--- src/rtl/divbank_pkg.sv ---
package divbank_pkg;
  localparam int NumCh       = 10;
  localparam int CntW        = 8;
  localparam int AddrW       = 4;
  localparam int NumStat     = 7;
  localparam int CascLo      = 1;
  localparam int CascHi      = 6;
  localparam int AddrCasc    = 14;
  localparam int AddrCtrl    = 15;
  localparam int CtrlEnBit   = 0;
  localparam int CtrlFastBit = 1;

  typedef struct packed {
    logic             baseTick;
    logic [NumCh-1:0] reloadWr;
    logic [CntW-1:0]  reloadVal;
    logic [NumCh-1:0] cascSel;
  } ctl_strobe_t;
endpackage

--- src/rtl/divbank_ctrl.sv ---
module divbank_ctrl
  import divbank_pkg::*;
(
  input  logic             clk,
  input  logic             rstN,
  input  logic             wrEn,
  input  logic [AddrW-1:0] wrAddr,
  input  logic [CntW-1:0]  wrData,
  output ctl_strobe_t      strb
);
  logic             enable;
  logic             fastSel;
  logic             halfPhase;
  logic             ctrlWr;
  logic             cascWr;
  logic [NumCh-1:0] cascReg;
  logic [NumCh-1:0] reloadHit;

  assign ctrlWr = wrEn && (wrAddr == AddrW'(AddrCtrl));
  assign cascWr = wrEn && (wrAddr == AddrW'(AddrCasc));

  // Prescaler phase runs only while enabled, so the half-rate tick
  // always starts on the second enabled cycle.
  always_ff @(posedge clk or negedge rstN) begin
    if (!rstN) begin
      enable    <= 1'b0;
      fastSel   <= 1'b0;
      halfPhase <= 1'b0;
    end else begin
      if (ctrlWr) begin
        enable  <= wrData[CtrlEnBit];
        fastSel <= wrData[CtrlFastBit];
      end
      halfPhase <= enable ? ~halfPhase : 1'b0;
    end
  end

  generate
    for (genvar i = 0; i < NumCh; i++) begin : g_ch
      assign reloadHit[i] = wrEn && (wrAddr == AddrW'(i));
      if (i >= CascLo && i <= CascHi) begin : g_casc
        always_ff @(posedge clk or negedge rstN) begin
          if (!rstN)       cascReg[i] <= 1'b0;
          else if (cascWr) cascReg[i] <= wrData[i];
        end
      end else begin : g_fixed
        assign cascReg[i] = 1'b0;
      end
    end
  endgenerate

  always_comb begin
    strb.baseTick  = enable && (fastSel || halfPhase);
    strb.reloadWr  = reloadHit;
    strb.reloadVal = wrData;
    strb.cascSel   = cascReg;
  end

  // a write clearing the enable silences the tick from the next cycle
  p_tick_off_r8: assert property (@(posedge clk) disable iff (!rstN)
    (ctrlWr && !wrData[CtrlEnBit]) |=> !strb.baseTick);

  // half-rate ticks never sit in adjacent cycles
  p_half_rate_r5: assert property (@(posedge clk) disable iff (!rstN)
    (strb.baseTick && !fastSel && !ctrlWr) |=> !strb.baseTick);

  // the first cycle after enabling carries no half-rate tick
  p_slow_start_r5: assert property (@(posedge clk) disable iff (!rstN)
    ($rose(enable) && !fastSel) |-> !strb.baseTick);
endmodule

--- src/rtl/divbank_dp.sv ---
module divbank_dp
  import divbank_pkg::*;
(
  input  logic             clk,
  input  logic             rstN,
  input  ctl_strobe_t      strb,
  output logic [NumCh-1:0] chPulse
);
  logic [NumCh-1:0][CntW-1:0] cnt;
  logic [NumCh-1:0][CntW-1:0] reloadReg;
  logic [NumCh-1:0]           chTick;

  generate
    for (genvar i = 0; i < NumCh; i++) begin : g_ch
      if (i >= CascLo && i <= CascHi) begin : g_src_casc
        assign chTick[i] = strb.cascSel[i] ? chPulse[0] : strb.baseTick;

        // a chained channel pulses only together with channel 1
        p_chain_r6: assert property (@(posedge clk) disable iff (!rstN)
          (chPulse[i] && strb.cascSel[i]) |-> chPulse[0]);
      end else begin : g_src_base
        assign chTick[i] = strb.baseTick;

        // fixed-source channels pulse only on a base tick
        p_fixed_src_r7: assert property (@(posedge clk) disable iff (!rstN)
          chPulse[i] |-> strb.baseTick);
      end

      assign chPulse[i] = chTick[i] && (cnt[i] == '0);

      always_ff @(posedge clk or negedge rstN) begin
        if (!rstN) begin
          cnt[i]       <= '0;
          reloadReg[i] <= '0;
        end else begin
          if (strb.reloadWr[i]) reloadReg[i] <= strb.reloadVal;
          if (chTick[i]) cnt[i] <= (cnt[i] == '0) ? reloadReg[i] : cnt[i] - 1'b1;
        end
      end

      // expiry loads the reload value held before the edge
      p_reload_r3: assert property (@(posedge clk) disable iff (!rstN)
        chPulse[i] |=> (cnt[i] == $past(reloadReg[i])));

      // a tick on a nonzero count steps down by one
      p_step_r2: assert property (@(posedge clk) disable iff (!rstN)
        (chTick[i] && cnt[i] != '0) |=> (cnt[i] == $past(cnt[i]) - 1'b1));
    end
  endgenerate

  // without a base tick no counter moves
  p_hold_r8: assert property (@(posedge clk) disable iff (!rstN)
    !strb.baseTick |=> $stable(cnt));
endmodule

--- src/rtl/cascade_divider_bank.sv ---
module cascade_divider_bank
  import divbank_pkg::*;
(
  input  logic                   clk,
  input  logic                   rstN,
  input  logic                   wrEn,
  input  logic [AddrW-1:0]       wrAddr,
  input  logic [CntW-1:0]        wrData,
  output logic [NumStat-1:0]     tcStatus,
  output logic [NumCh-NumStat-1:0] prescOut
);
  ctl_strobe_t      strb;
  logic [NumCh-1:0] chPulse;

  divbank_ctrl i_ctrl (
    .clk    (clk),
    .rstN   (rstN),
    .wrEn   (wrEn),
    .wrAddr (wrAddr),
    .wrData (wrData),
    .strb   (strb)
  );

  divbank_dp i_dp (
    .clk     (clk),
    .rstN    (rstN),
    .strb    (strb),
    .chPulse (chPulse)
  );

  assign tcStatus = chPulse[NumStat-1:0];
  assign prescOut = chPulse[NumCh-1:NumStat];
endmodule

--- config.mk ---
export PLATFORM = sky130hd
export DESIGN_NAME = cascade_divider_bank
export DESIGN_NICKNAME = d
export VERILOG_FILES = /design/src/rtl/divbank_pkg.sv /design/src/rtl/divbank_ctrl.sv /design/src/rtl/divbank_dp.sv /design/src/rtl/cascade_divider_bank.sv
export SDC_FILE = /design/constraint.sdc
export NUM_CORES = 1
export LEC_CHECK = 0
export ABC_AREA = 1
export CAP_MARGIN = 20
export CORE_ASPECT_RATIO = 1.4
export CORE_MARGIN = 2
export CORE_UTILIZATION = 35
export DETAILED_ROUTE_END_ITERATION = 6
export GPL_ROUTABILITY_DRIVEN = 0
export MAX_ROUTING_LAYER = met4
export PLACE_DENSITY = 0.54
export SKIP_LAST_GASP = 1
export SYNTH_ARGS = -nofsm -noshare
export SYNTH_HDL_FRONTEND = slang
export SYNTH_SLANG_ARGS = --single-unit
--- constraint.sdc ---
create_clock -name clk -period 1.43 [get_ports clk]
set_input_delay 0.143 -clock clk [delete_from_list [all_inputs] [get_ports clk]]
set_output_delay 0.143 -clock clk [all_outputs]
set_load 0.01 [all_outputs]
# == Yosys cells after proc, flatten, opt, wreduce, memory -nomap -nowiden ==
# Cells that the tools add are included.
# W data, S select, Z words.
# word_totals
input_bits,15
word_cells,103
out_inout_bits,10
reg_bits,169
# classes
n_eq_ne,11
add_sub_neg,10
n_bitwise,1
muxes,17
n_reduce_logical,35
# ops
cell,n
$logic_not A8 Y1,10
$mux W8,10
$sub A8 B1 Y8 const B,10
$logic_and A1 B1 Y1,23
$eq A4 B3 Y1 const B,4
$eq A4 B4 Y1 const B,4
$eq A4 B2 Y1 const B,2
$mux W1,7
$eq A4 B1 Y1 const B,1
$logic_not A4 Y1,1
$logic_or A1 B1 Y1,1
$not A1 Y1,1

# == Longest topological paths before layout ==
# logic_depth
depth_word,5
depth_mapped,10
depth_no_buf,10

# == By module ==
# A second synthesis with hierarchy kept.
# hier_totals
cells_unflattened,1230
hier_area_um2,9253.9
# by_module_without_submodules
module,seq_area_each_um2,area_each_um2,n_inst,cells_per_inst
divbank_dp,4003.8,8682.1,1,1151
divbank_ctrl,225.2,571.8,1,79

# == Worst setup path before layout ==
# Ideal clock, no wire load.
# synth_timing
path_kind,reg-to-output
start,register i_dp.cnt[0] (netlist bit)
end,output tcStatus[1]
stages_incl_launch_ff,9
n_path_buf,2
required_ns,1.287
arrival_time_ns,1.476
setup_slack_ns,-0.189
cell_sequence,dfrtp_1 -> inv_1 -> ha_1 -> nand2_2 -> nor2_8 -> nand3_4 -> buf_6 -> buf_2 -> a21oi_1
# synth_via
elab_chain_len,4
# synth_rtl
element,line,source
from (decl),divbank_dp.sv:9,logic [NumCh-1:0][CntW-1:0] cnt;
"from (signal, indexed assignment)",divbank_dp.sv:37,if (chTick[i]) cnt[i] <= (cnt[i] == '0) ? reloadReg[i] : cnt[i] - 1'b1;
$logic_not A8 Y1,divbank_dp.sv:29,assign chPulse[i] = chTick[i] && (cnt[i] == '0);
$logic_and A1 B1 Y1,divbank_dp.sv:29,
$mux W1,divbank_dp.sv:16,assign chTick[i] = strb.cascSel[i] ? chPulse[0] : strb.baseTick;
$logic_and A1 B1 Y1,divbank_dp.sv:29,
to (decl),cascade_divider_bank.sv:9,"output logic [NumStat-1:0] tcStatus,"
# Every way passes these cells.

# == Worst setup path after layout ==
# layout_timing
start,register i_dp.cnt[0] (netlist bit)
end,output tcStatus[4]
# Same word-level chain as after synthesis.

==> results.toml <==
[outcome]
status = "finished with violations"
violations = "setup timing"

[setup_path]
path_cells = "inv_2, ha_4, nand2_4, nor2_8, nand3_4, buf_4, a21oi_4, buf_6"
crit_slowest_cell = "dfrtp_1"
critical_path_required_ns = 1.29
crit_type = "reg2out"
cp.arrival_ns = 1.73
worst-path-buf-inv = 3
cp-end-kind = "output pin"
slowest_delay_ns = 0.39
critPathMaxFanout = 3
cp_top_family = "flip-flops"
start_kind = "flop"

[global_routing]
grt_overflow = 0
antenna_found_initial = 0
grt_usage_pct = 19.6
grt_max_degree = 39
grt_pass1_wl_um = 42000
grt_pass1_vias = 8569

[worst_hold_path]
hold_class = "in2async"

[power_and_ir_drop]
power.total_mw = 26.4
pwr_density_cell_nw_per_um2 = 2020
peakVddDrop_v = 0.000965
leakage_nw = 6.63

[route]
wirelength_um = 26000
viasPerCell = 4.79
wire_per_inst_um = 14.3
wl_met3_um = 638
drt-initial-drc-count = 404
first_pass_iters = 5
m1WireLength_um = 11500
drc_errors = 0
ant_nets = 0
dr.max_layer_used = "met4"
wl_met2_um = 13200
dr_total_vias = 8696

[placement]
dpl.hpwl_um = 17800
preCtsSetupSlack_ns = -0.411
io_buffer_count = 24

[synthesis]
synthFlopType = "dfrtp_1"
syn_area_um2 = 9180
synthDistinctLibCells = 33
synth-seq-cells = 169
synth_edf_count = 0
synthArstFlopShare_pct = 100
ys_warn_count = 0
synthesis.nets = 1258
synthCells = 1223
syn_avg_cell_area_um2 = 7.51
ys_seq_area_share_pct = 46.0

[timing]
slew_headroom_pct = 59.0
fmaxAchievable_ghz = 0.533
slew_viol_final = 0
worst_slew_pin_slew_ns = 0.615
fin_crit_sh_pct = 131
hold_viol = 0
min_period_ns = 1.88
whs_ns = 0.183
worst_slack_ns = -0.448
setup_viol = 67
finalClockSkew_ns = 0.0176
rsz0062_at_grt = "true"

[floorplanning]
core_um2 = 25900
dieArea_um2 = 27600
initial_utilization_pct = 35.4
die_h_um = 196
ios = 25
dieWidth_um = 141
fp-row-count = 70

[cts]
h-tree-depth = 4
clockBufferDepth = 2
clk_pin_slew_ns = 0.07
cts_tree = "done"
cts_buffers = 17
worstSkewPairLatency_ns = 0.45
root_buffer = "clkbuf_16"
cts_sinks = 169

[finish]
drive_gt1_share_pct = 31.5
nFillCells = 2470
nets = 1514
register_area_um2 = 4230
multi_input_comb_area_um2 = 4920
n_antenna_cell = 0
area_growth_pct = 42.2

[flow_run]
drv_cap = 0
-- where the power goes --
group	leakage, nW	total (mW)	internal [mW]	switching, mW
sequential	2.13	7.28	6.37	0.914
combinational	4.20	14.1	6.65	7.50
clock	0.304	4.96	2.91	2.05
-- cell usage after synthesis (all sizes together), types with 5 or more instances --
cell,instances,share of area (%)
ha,20,2.7
nor2,106,5.1
nand2,400,17
o21ai,151,8.3
buf,24,2.1
nand4,5,0.34
nand3b,7,0.57
or2,19,1.3
clkbuf,11,0.45
nand3,145,8.0
a21oi,16,1.1
inv,130,5.3
xor2,8,0.76
dfrtp,169,46
-- flip-flops by register name, summed over array words and instances (netlist names) --
| register | count |
|---|---|
| i_dp.reloadReg | 80 |
| i_dp.cnt | 80 |
| i_ctrl.fastSel | 1 |
| i_ctrl.enable | 1 |
| i_ctrl.strb | 6 |
| i_ctrl.halfPhase | 1 |
-- area by class of cell --
| cell class | count | area share (%) |
|---|---|---|
| Clock buffer | 20 | 3.57 |
| Clock inverter | 12 | 1.25 |
| Inverter | 130 | 3.76 |
| Multi-Input combinational cell | 891 | 37.7 |
| Sequential cell | 169 | 32.4 |
| Tap cell | 324 | 3.11 |
| Timing Repair Buffer | 270 | 18.2 |
-- layer usage --
metal  up-vias  track usage, %
met2       126            33.4
met5         -               -
met4         0            7.30
li1       4443               -
met3        47            2.32
met1      4080            23.9
-- stage by stage --
stage	std cells	utilization, %	TNS, ns	cell area [um^2]
floorplan	1223	-	-0.00612	9290
global placement	1740	43.6	-21.42	11300
detailed placement	1740	43.6	-22.40	11300
CTS	1795	47.9	-12.40	12400
global route	1816	50.4	-18.64	13100
finish	1816	50.4	-12.19	13100
-- worst paths after layout --
| kind | from | end | slack, ns | cells past startpoint |
|---|---|---|---|---|
| setup / recovery | i_dp.cnt[0] | tcStatus[4] | -0.45 | 8 |
| hold / removal | rstN | i_dp.cnt[23] | 0.18 | 2 |
| setup reg to reg | i_dp.cnt[0] | i_dp.cnt[11] | -0.34 | 13 |
| hold reg to reg | i_dp.reloadReg[5] | i_dp.reloadReg[5] | 0.48 | 2 |
| max in group asynchronous | rstN | i_dp.cnt[28] | 0.67 | 3 |
| min in group clk | wrData[0] | i_ctrl.enable | 0.40 | 3 |
-- repair_timing --
item	CTS	global route
buffers inserted	22	22
endpoints found under the setup margin	71	88
hold endpoints to repair	122	0
pin swaps	23	36
hold buffers	1	0
cloned	2	5
gates resized for setup	137	134
-- layout by cell type (no fill, tap or decap), types with 9 or more instances in the layout --
cell type / netlist / routed
buf_12: 0 / 9
buf_4: 3 / 206
buf_6: 10 / 30
clkbuf_16: 0 / 19
clkdlybuf4s50_1: 0 / 13
dfrtp_1: 169 / 168
ha_1: 20 / 10
inv_1: 123 / 101
inv_2: 7 / 28
nand2_1: 387 / 351
nand2_2: 8 / 28
nand2_4: 5 / 16
nand3_1: 144 / 123
nand3_2: 0 / 21
nor2_1: 95 / 76
nor2_2: 5 / 13
nor2_4: 4 / 15
o21ai_0: 149 / 132
o21ai_1: 1 / 10
o21ai_2: 1 / 9
or2_2: 15 / 9
-- cells by family after synthesis --
group                    count (synthesis)  share of synthesized area (%)
XOR/XNOR                                 8                          0.763
flip-flops                             169                           46.0
AND/OR/NAND/NOR                        687                           32.7
adder cells (fa/ha/maj)                 20                           2.72
buffers and inverters                  165                           7.83
AO/OA/AOI/OAI                          174                           9.93
No activity file was read; power rests on OpenSTA's default activity.
